**src/rtl/cfg_port_pkg.sv**
```systemverilog
// Shared register indices and bank field codes for the configuration port.
// Assumes an 8-bit index space.
package cfg_port_pkg;
    localparam logic [7:0] IDX_LDSEL    = 8'h07;
    localparam logic [7:0] IDX_DEVID_HI = 8'h20;
    localparam logic [7:0] IDX_DEVID_LO = 8'h21;
    localparam logic [7:0] IDX_REV      = 8'h22;
    localparam logic [7:0] IDX_VEND_HI  = 8'h23;
    localparam logic [7:0] IDX_VEND_LO  = 8'h24;
    localparam logic [7:0] IDX_ENABLE   = 8'h30;
    localparam logic [7:0] IDX_BASE_HI  = 8'h60;
    localparam logic [7:0] IDX_BASE_LO  = 8'h61;

    typedef enum logic [1:0] {
        FLD_NONE    = 2'd0,
        FLD_ENABLE  = 2'd1,
        FLD_BASE_HI = 2'd2,
        FLD_BASE_LO = 2'd3
    } ldev_field_e;
endpackage

```
**src/rtl/cfg_unlock_seq.sv**
```systemverilog
// Tracks the lock state of the configuration space from index-port writes.
// Assumes a write strobe lasts one cycle per access. Two consecutive key
// bytes unlock the space, the lock byte closes it. While the space is
// unlocked, every other index byte is passed on as an index load.
module cfg_unlock_seq #(
    parameter logic [7:0] KEY_BYTE  = 8'h87,
    parameter logic [7:0] LOCK_BYTE = 8'hAA
) (
    input  logic       clk,
    input  logic       rst_n,
    input  logic       idx_wr,
    input  logic [7:0] wdata,
    output logic       unlocked,
    output logic       key_armed,
    output logic       idx_load
);
    // Lock state and half-complete key sequence
    always_ff @(posedge clk) begin
        if (!rst_n) begin
            unlocked  <= 1'b0;
            key_armed <= 1'b0;
        end else if (idx_wr) begin
            if (!unlocked) begin
                if (wdata == KEY_BYTE) begin
                    unlocked  <= key_armed;
                    key_armed <= !key_armed;
                end else begin
                    key_armed <= 1'b0;
                end
            end else if (wdata == LOCK_BYTE) begin
                unlocked <= 1'b0;
            end
        end
    end

    // An index write while unlocked that is not the lock byte loads the index
    assign idx_load = idx_wr && unlocked && (wdata != LOCK_BYTE);
endmodule

```
**src/rtl/cfg_ldev_bank.sv**
```systemverilog
// Holds the enable bit and 16-bit base address of each logical device.
// Assumes the caller gates wr_en with the unlock state. Select values of
// NUM_DEV and above reach no bank and read back as zero.
module cfg_ldev_bank
    import cfg_port_pkg::*;
#(
    parameter int NUM_DEV = 8,
    localparam int BASE_W = 16 * NUM_DEV
) (
    input  logic              clk,
    input  logic              rst_n,
    input  logic              wr_en,
    input  ldev_field_e       field,
    input  logic [7:0]        sel,
    input  logic [7:0]        wdata,
    output logic [NUM_DEV-1:0] dev_enable,
    output logic [BASE_W-1:0] dev_base,
    output logic              sel_enable,
    output logic [15:0]       sel_base
);
    for (genvar g = 0; g < NUM_DEV; g++) begin : g_dev
        localparam logic [7:0] DEV_IDX = 8'(g);
        logic hit;
        assign hit = wr_en && (sel == DEV_IDX);

        // Per-device register update on a write that targets this bank
        always_ff @(posedge clk) begin
            if (!rst_n) begin
                dev_enable[g]         <= 1'b0;
                dev_base[g*16 +: 16]  <= 16'h0000;
            end else if (hit) begin
                case (field)
                    FLD_ENABLE:  dev_enable[g]          <= wdata[0];
                    FLD_BASE_HI: dev_base[g*16+8 +: 8]  <= wdata;
                    FLD_BASE_LO: dev_base[g*16 +: 8]    <= wdata;
                    default: ;
                endcase
            end
        end
    end

    // Read-back of the selected bank, zero when the select is out of range
    always_comb begin
        sel_enable = 1'b0;
        sel_base   = 16'h0000;
        for (int d = 0; d < NUM_DEV; d++) begin
            if (sel == 8'(d)) begin
                sel_enable = dev_enable[d];
                sel_base   = dev_base[d*16 +: 16];
            end
        end
    end
endmodule

```
**src/rtl/cfg_port_ctrl.sv**
```systemverilog
// Index/data configuration port with key-based unlock. The index port is at
// io_addr=0 and the data port at io_addr=1. Assumes one-cycle strobes and
// never both strobes in the same cycle. Read data is combinational from the
// strobe and the current state.
module cfg_port_ctrl
    import cfg_port_pkg::*;
#(
    parameter int          NUM_DEV   = 8,
    parameter logic [15:0] DEV_ID    = 16'h0406,
    parameter logic [7:0]  DEV_REV   = 8'h01,
    parameter logic [15:0] VENDOR_ID = 16'h1934,
    parameter logic [7:0]  KEY_BYTE  = 8'h87,
    parameter logic [7:0]  LOCK_BYTE = 8'hAA,
    localparam int         BASE_W    = 16 * NUM_DEV
) (
    input  logic               clk,
    input  logic               rst_n,
    input  logic               io_addr,
    input  logic               io_wr,
    input  logic               io_rd,
    input  logic [7:0]         io_wdata,
    output logic [7:0]         io_rdata,
    output logic [NUM_DEV-1:0] dev_enable,
    output logic [BASE_W-1:0]  dev_base
);
    logic        idx_wr, dat_wr;
    logic        unlocked, key_armed, idx_load;
    logic [7:0]  index_q, sel_q;
    ldev_field_e field;
    logic        bank_wr;
    logic        sel_enable;
    logic [15:0] sel_base;
    logic [7:0]  reg_val;

    assign idx_wr = io_wr && !io_addr;
    assign dat_wr = io_wr && io_addr && unlocked;

    cfg_unlock_seq #(.KEY_BYTE(KEY_BYTE), .LOCK_BYTE(LOCK_BYTE)) u_unlock (
        .clk(clk), .rst_n(rst_n), .idx_wr(idx_wr), .wdata(io_wdata),
        .unlocked(unlocked), .key_armed(key_armed), .idx_load(idx_load)
    );

    // Index register, loaded by index-port writes while unlocked
    always_ff @(posedge clk) begin
        if (!rst_n)        index_q <= 8'h00;
        else if (idx_load) index_q <= io_wdata;
    end

    // Logical-device select register
    always_ff @(posedge clk) begin
        if (!rst_n)                               sel_q <= 8'h00;
        else if (dat_wr && index_q == IDX_LDSEL)  sel_q <= io_wdata;
    end

    // Map the index onto a banked field
    always_comb begin
        case (index_q)
            IDX_ENABLE:  field = FLD_ENABLE;
            IDX_BASE_HI: field = FLD_BASE_HI;
            IDX_BASE_LO: field = FLD_BASE_LO;
            default:     field = FLD_NONE;
        endcase
    end
    assign bank_wr = dat_wr && (field != FLD_NONE);

    cfg_ldev_bank #(.NUM_DEV(NUM_DEV)) u_bank (
        .clk(clk), .rst_n(rst_n), .wr_en(bank_wr), .field(field),
        .sel(sel_q), .wdata(io_wdata), .dev_enable(dev_enable),
        .dev_base(dev_base), .sel_enable(sel_enable), .sel_base(sel_base)
    );

    // Value of the register the index points at
    always_comb begin
        case (index_q)
            IDX_LDSEL:    reg_val = sel_q;
            IDX_DEVID_HI: reg_val = DEV_ID[15:8];
            IDX_DEVID_LO: reg_val = DEV_ID[7:0];
            IDX_REV:      reg_val = DEV_REV;
            IDX_VEND_HI:  reg_val = VENDOR_ID[15:8];
            IDX_VEND_LO:  reg_val = VENDOR_ID[7:0];
            IDX_ENABLE:   reg_val = {7'b0, sel_enable};
            IDX_BASE_HI:  reg_val = sel_base[15:8];
            IDX_BASE_LO:  reg_val = sel_base[7:0];
            default:      reg_val = 8'h00;
        endcase
    end

    // Read data by port and lock state
    always_comb begin
        if (!io_rd)        io_rdata = 8'h00;
        else if (!unlocked) io_rdata = 8'hFF;
        else if (!io_addr)  io_rdata = index_q;
        else                io_rdata = reg_val;
    end
endmodule

```
**config.mk**
```make
export PLATFORM = sky130hd
export DESIGN_NAME = cfg_port_ctrl
export DESIGN_NICKNAME = d
export VERILOG_FILES = /design/src/rtl/cfg_port_pkg.sv /design/src/rtl/cfg_unlock_seq.sv /design/src/rtl/cfg_ldev_bank.sv /design/src/rtl/cfg_port_ctrl.sv
export SDC_FILE = /design/constraint.sdc
export NUM_CORES = 1
export LEC_CHECK = 0
export BUFFER_PORTS_ARGS = -buffer_cell sky130_fd_sc_hd__buf_2
export CAP_MARGIN = 25
export CORE_ASPECT_RATIO = 1.75
export CORE_MARGIN = 5
export CORE_UTILIZATION = 50
export DETAILED_ROUTE_END_ITERATION = 12
export PLACE_DENSITY = 0.75
export SLEW_MARGIN = 15
export SYNTH_ARGS = -nofsm -noshare
export SYNTH_HDL_FRONTEND = slang
export SYNTH_SLANG_ARGS = --single-unit
```
**constraint.sdc**
```tcl
create_clock -name clk -period 2.2 [get_ports clk]
set_input_delay 0.22 -clock clk [delete_from_list [all_inputs] [get_ports clk]]
set_output_delay 0.22 -clock clk [all_outputs]
set_load 0.05 [all_outputs]
```
==> out/qor.yml <==
cp_max_fo: 14
first_pass_iters: 8
drt_drc_violations_left: 0
startpoint_type: "flip-flop"
crit_chain: "buf_12 > mux4_2 > o221ai_1 > o21a_1 > o22ai_4 > buf_6"
die_x_microns: 105
fin_crit_sh_pct: 125
crit_required_ns: 1.98
cellLeakagePower_uw: 0.00422
grt_pass1_vias: 8563
layout-drive-gt1-share_pct: 34.3
m1WireLength_mm: 11.1
rows: 60
synth_top_area_share_pct: 39.4
pwr-share-seq_pct: 46.2
synth_area_leaders: "dfxtp_1 39%, nand2_1 13%, a21boi_0 12%"
port_buffers: 156
dp_cells: 1373
ys_ff_latch: 154
drv_cap: 0
syn_avg_cell_area_sq_um: 8.09
ios: 157
tightest_slew_ns: 0.546
dieArea_sq_um: 18400
gr-total-overflow: 0
hold_buffers: 0
grt_pass1_wl_mm: 49.5
hold_viol: 0
fmax_mhz: 364
fp.coreArea_sq_um: 15400
synth.top_cells.by_count: "270 x nand2_1, 154 x dfxtp_1, 128 x a21boi_0"
antenna_found_initial: 0
p_clk_share_pct: 49.5
start_util_pct: 50.9
grt_usage_pct: 34.8
cp-end-kind: "output pin"
finalSetupViolCount: 46
top_layer_used: "met4"
crit_arrival_ns: 2.53
vias: 8629
cts_sinks: 154
postRouteAntennaNets: 0
ys_types: 61
setup_tns_ns: -6.14
wl_per_cell_microns: 23.2
critical-path-max-stage-delay_ns: 0.59
p_sw_uw: 1510
gp_congestion: 1.06
syn-cell-area_sq_um: 7830
antenna_cells: 0
criticalPathCategory: "reg2out"
ys_async_sr_fraction_pct: 0
clk_latency_ns: 0.43
hpwl_mm: 24.2
finalWirelength_mm: 32.7
critical_path.top_delay_family: "compound AO/OA/AOI/OAI gates"
clockBufferDepth: 2
die_h_microns: 176
wl_met3_mm: 2.26
finalClockSkew_ns: 0.0115
synth_flop_cell: "dfxtp_1"
cts_tree: "done"
violations: "setup timing"
clk_pin_slew_worst_paths_ns: 0.07
cp_slowest_cell: "mux4_2"
finalCriticalPeriod_ns: 2.75
grt_start_max_net_pins: 78
synth.net_count: 981
seq_area_frac_synth_pct: 39.4
ys.warnings.count: 0
peakVddDrop_mv: 0.540
outcome: "finished with violations"
synthCells: 968
rsz0062_at_grt: "yes"
synth.most_common_cell: "nand2_1"
swShare_pct: 25.1
p_int_uw: 4520
dr_wl_met2_mm: 16.3
slew_headroom_pct: 63.4
yosysTopAreaCell: "dfxtp_1"
syn2layout_area_growth_pct: 36.9
combinationalPowerShare_pct: 4.3
worst_hold_path_type: "in2reg"
worst_slack_ns: -0.545
num-nets-final: 1223
crit_buf_inv: 2
final_cell_count_no_fill: 1409
htreeDepth: 4
slew_violations: 0
drt_iter0_markers: 912
vias_per_cell: 6.12
clockRootBuffer: "clkbuf_16"
synth-edff-count: 0
p_per_area_nw_per_um2: 562
numCtsBuffers: 17
==> routing by layer <==
| layer | GRT usage (%) | vias to the layer above |
|---|---|---|
| met1 | 35.9 | 4063 |
| met3 | 7.47 | 183 |
| met2 | 60.6 | 536 |
| li1 | - | 3847 |
| met5 | 0 | - |
| met4 | 26.8 | 0 |
==> state kept, by name, summed over array words and instances, names as in the netlist <==
register            count
u_bank.dev_enable       8
index_q                 8
u_bank.dev_base       128
u_unlock.key_armed      1
sel_q                   8
u_unlock.unlocked       1
==> cell type report <==
| class | count | area (sq um) |
|---|---|---|
| Multi-Input combinational cell | 732 | 4770 |
| Fill cell | 1222 | 4670 |
| Sequential cell | 154 | 3100 |
| Timing Repair Buffer | 292 | 1990 |
| Clock buffer | 18 | 439 |
| Tap cell | 186 | 233 |
| Clock inverter | 14 | 150 |
| Inverter | 13 | 48.8 |
==> worst register-to-register path: cells and delay by family (launching register included) <==
kind | cells | cell delay (ns)
buf+inv | 3 | 0.53
flops | 1 | 0.36
mux | 1 | 0.21
simple gates | 5 | 1.18
==> power by group through the flow <==
stage | logic, uW | clock network, uW | registers, uW
floorplan | 151 | 0 | 2850
global placement | 239 | 0 | 2850
detailed placement | 239 | 0 | 2850
CTS | 250 | 3000 | 2780
global route | 268 | 3140 | 2780
finish | 260 | 2980 | 2780
==> cells by family (layout without fill, tap and decap cells) <==
kind of cell | Yosys count | count (layout) | synth area share (%)
AO/OA/AOI/OAI | 250 | 250 | 22.5
buffers and inverters | 82 | 337 | 4.10
flip-flops | 154 | 154 | 39.4
multiplexers | 50 | 50 | 8.11
AND/OR/NAND/NOR | 432 | 432 | 25.9
==> cell usage in the layout (no fill, tap or decap), types with 5 or more instances in the layout <==
cell | netlist | routed
nor2_4 | 0 | 5
a21boi_2 | 0 | 12
a31oi_1 | 8 | 7
a21oi_1 | 23 | 21
nand2_1 | 270 | 266
buf_6 | 0 | 23
and3_1 | 8 | 5
dfxtp_1 | 154 | 149
nor2_1 | 48 | 42
o221ai_1 | 9 | 8
inv_6 | 0 | 6
nand3_1 | 9 | 7
nand4_1 | 8 | 8
or3_1 | 9 | 6
nor2b_1 | 31 | 31
a21boi_1 | 1 | 85
buf_12 | 0 | 6
a21boi_0 | 128 | 32
buf_2 | 11 | 147
inv_1 | 12 | 12
clkbuf_16 | 0 | 17
mux2_2 | 8 | 8
buf_4 | 0 | 116
nor3_1 | 15 | 14
mux2i_1 | 32 | 32
o21a_1 | 5 | 5
o22ai_1 | 11 | 8
o21ai_0 | 29 | 26
mux4_2 | 10 | 10
==> worst paths after layout <==
kind | startpoint | endpoint | slack [ns] | cells after the start
setup / recovery | sel_q[0] | io_rdata[4] | -0.55 | 6
hold / removal | io_wdata[0] | u_bank.dev_base[120] | 0.14 | 3
setup reg to reg | index_q[3] | u_bank.dev_base[19] | -0.18 | 9
hold reg to reg | u_bank.dev_base[73] | u_bank.dev_base[73] | 0.47 | 2
==> metrics by stage <==
stage / utilization (%) / worst slack, ns / hold slack [ns] / instance area (sq um) / total power (uW)
after floorplan: - / -0.197 / 0.389 / 7950 / 3000
final: 69.7 / -0.545 / 0.139 / 10700 / 6030
after detailed placement: 63.4 / -0.240 / 0.469 / 9750 / 3090
after CTS: 68.3 / -0.547 / 0.135 / 10500 / 6040
after global routing: 69.7 / -0.624 / 0.137 / 10700 / 6190
after global placement: 63.4 / -0.203 / 0.458 / 9750 / 3090
==> what timing repair did <==
action,CTS,global route
gates resized for setup,45,141
setup buffers,3,1
hold endpoints to repair,0,0
endpoints found under the setup margin,43,137
pin swaps,12,52
No activity file was read; power rests on OpenSTA's default activity.
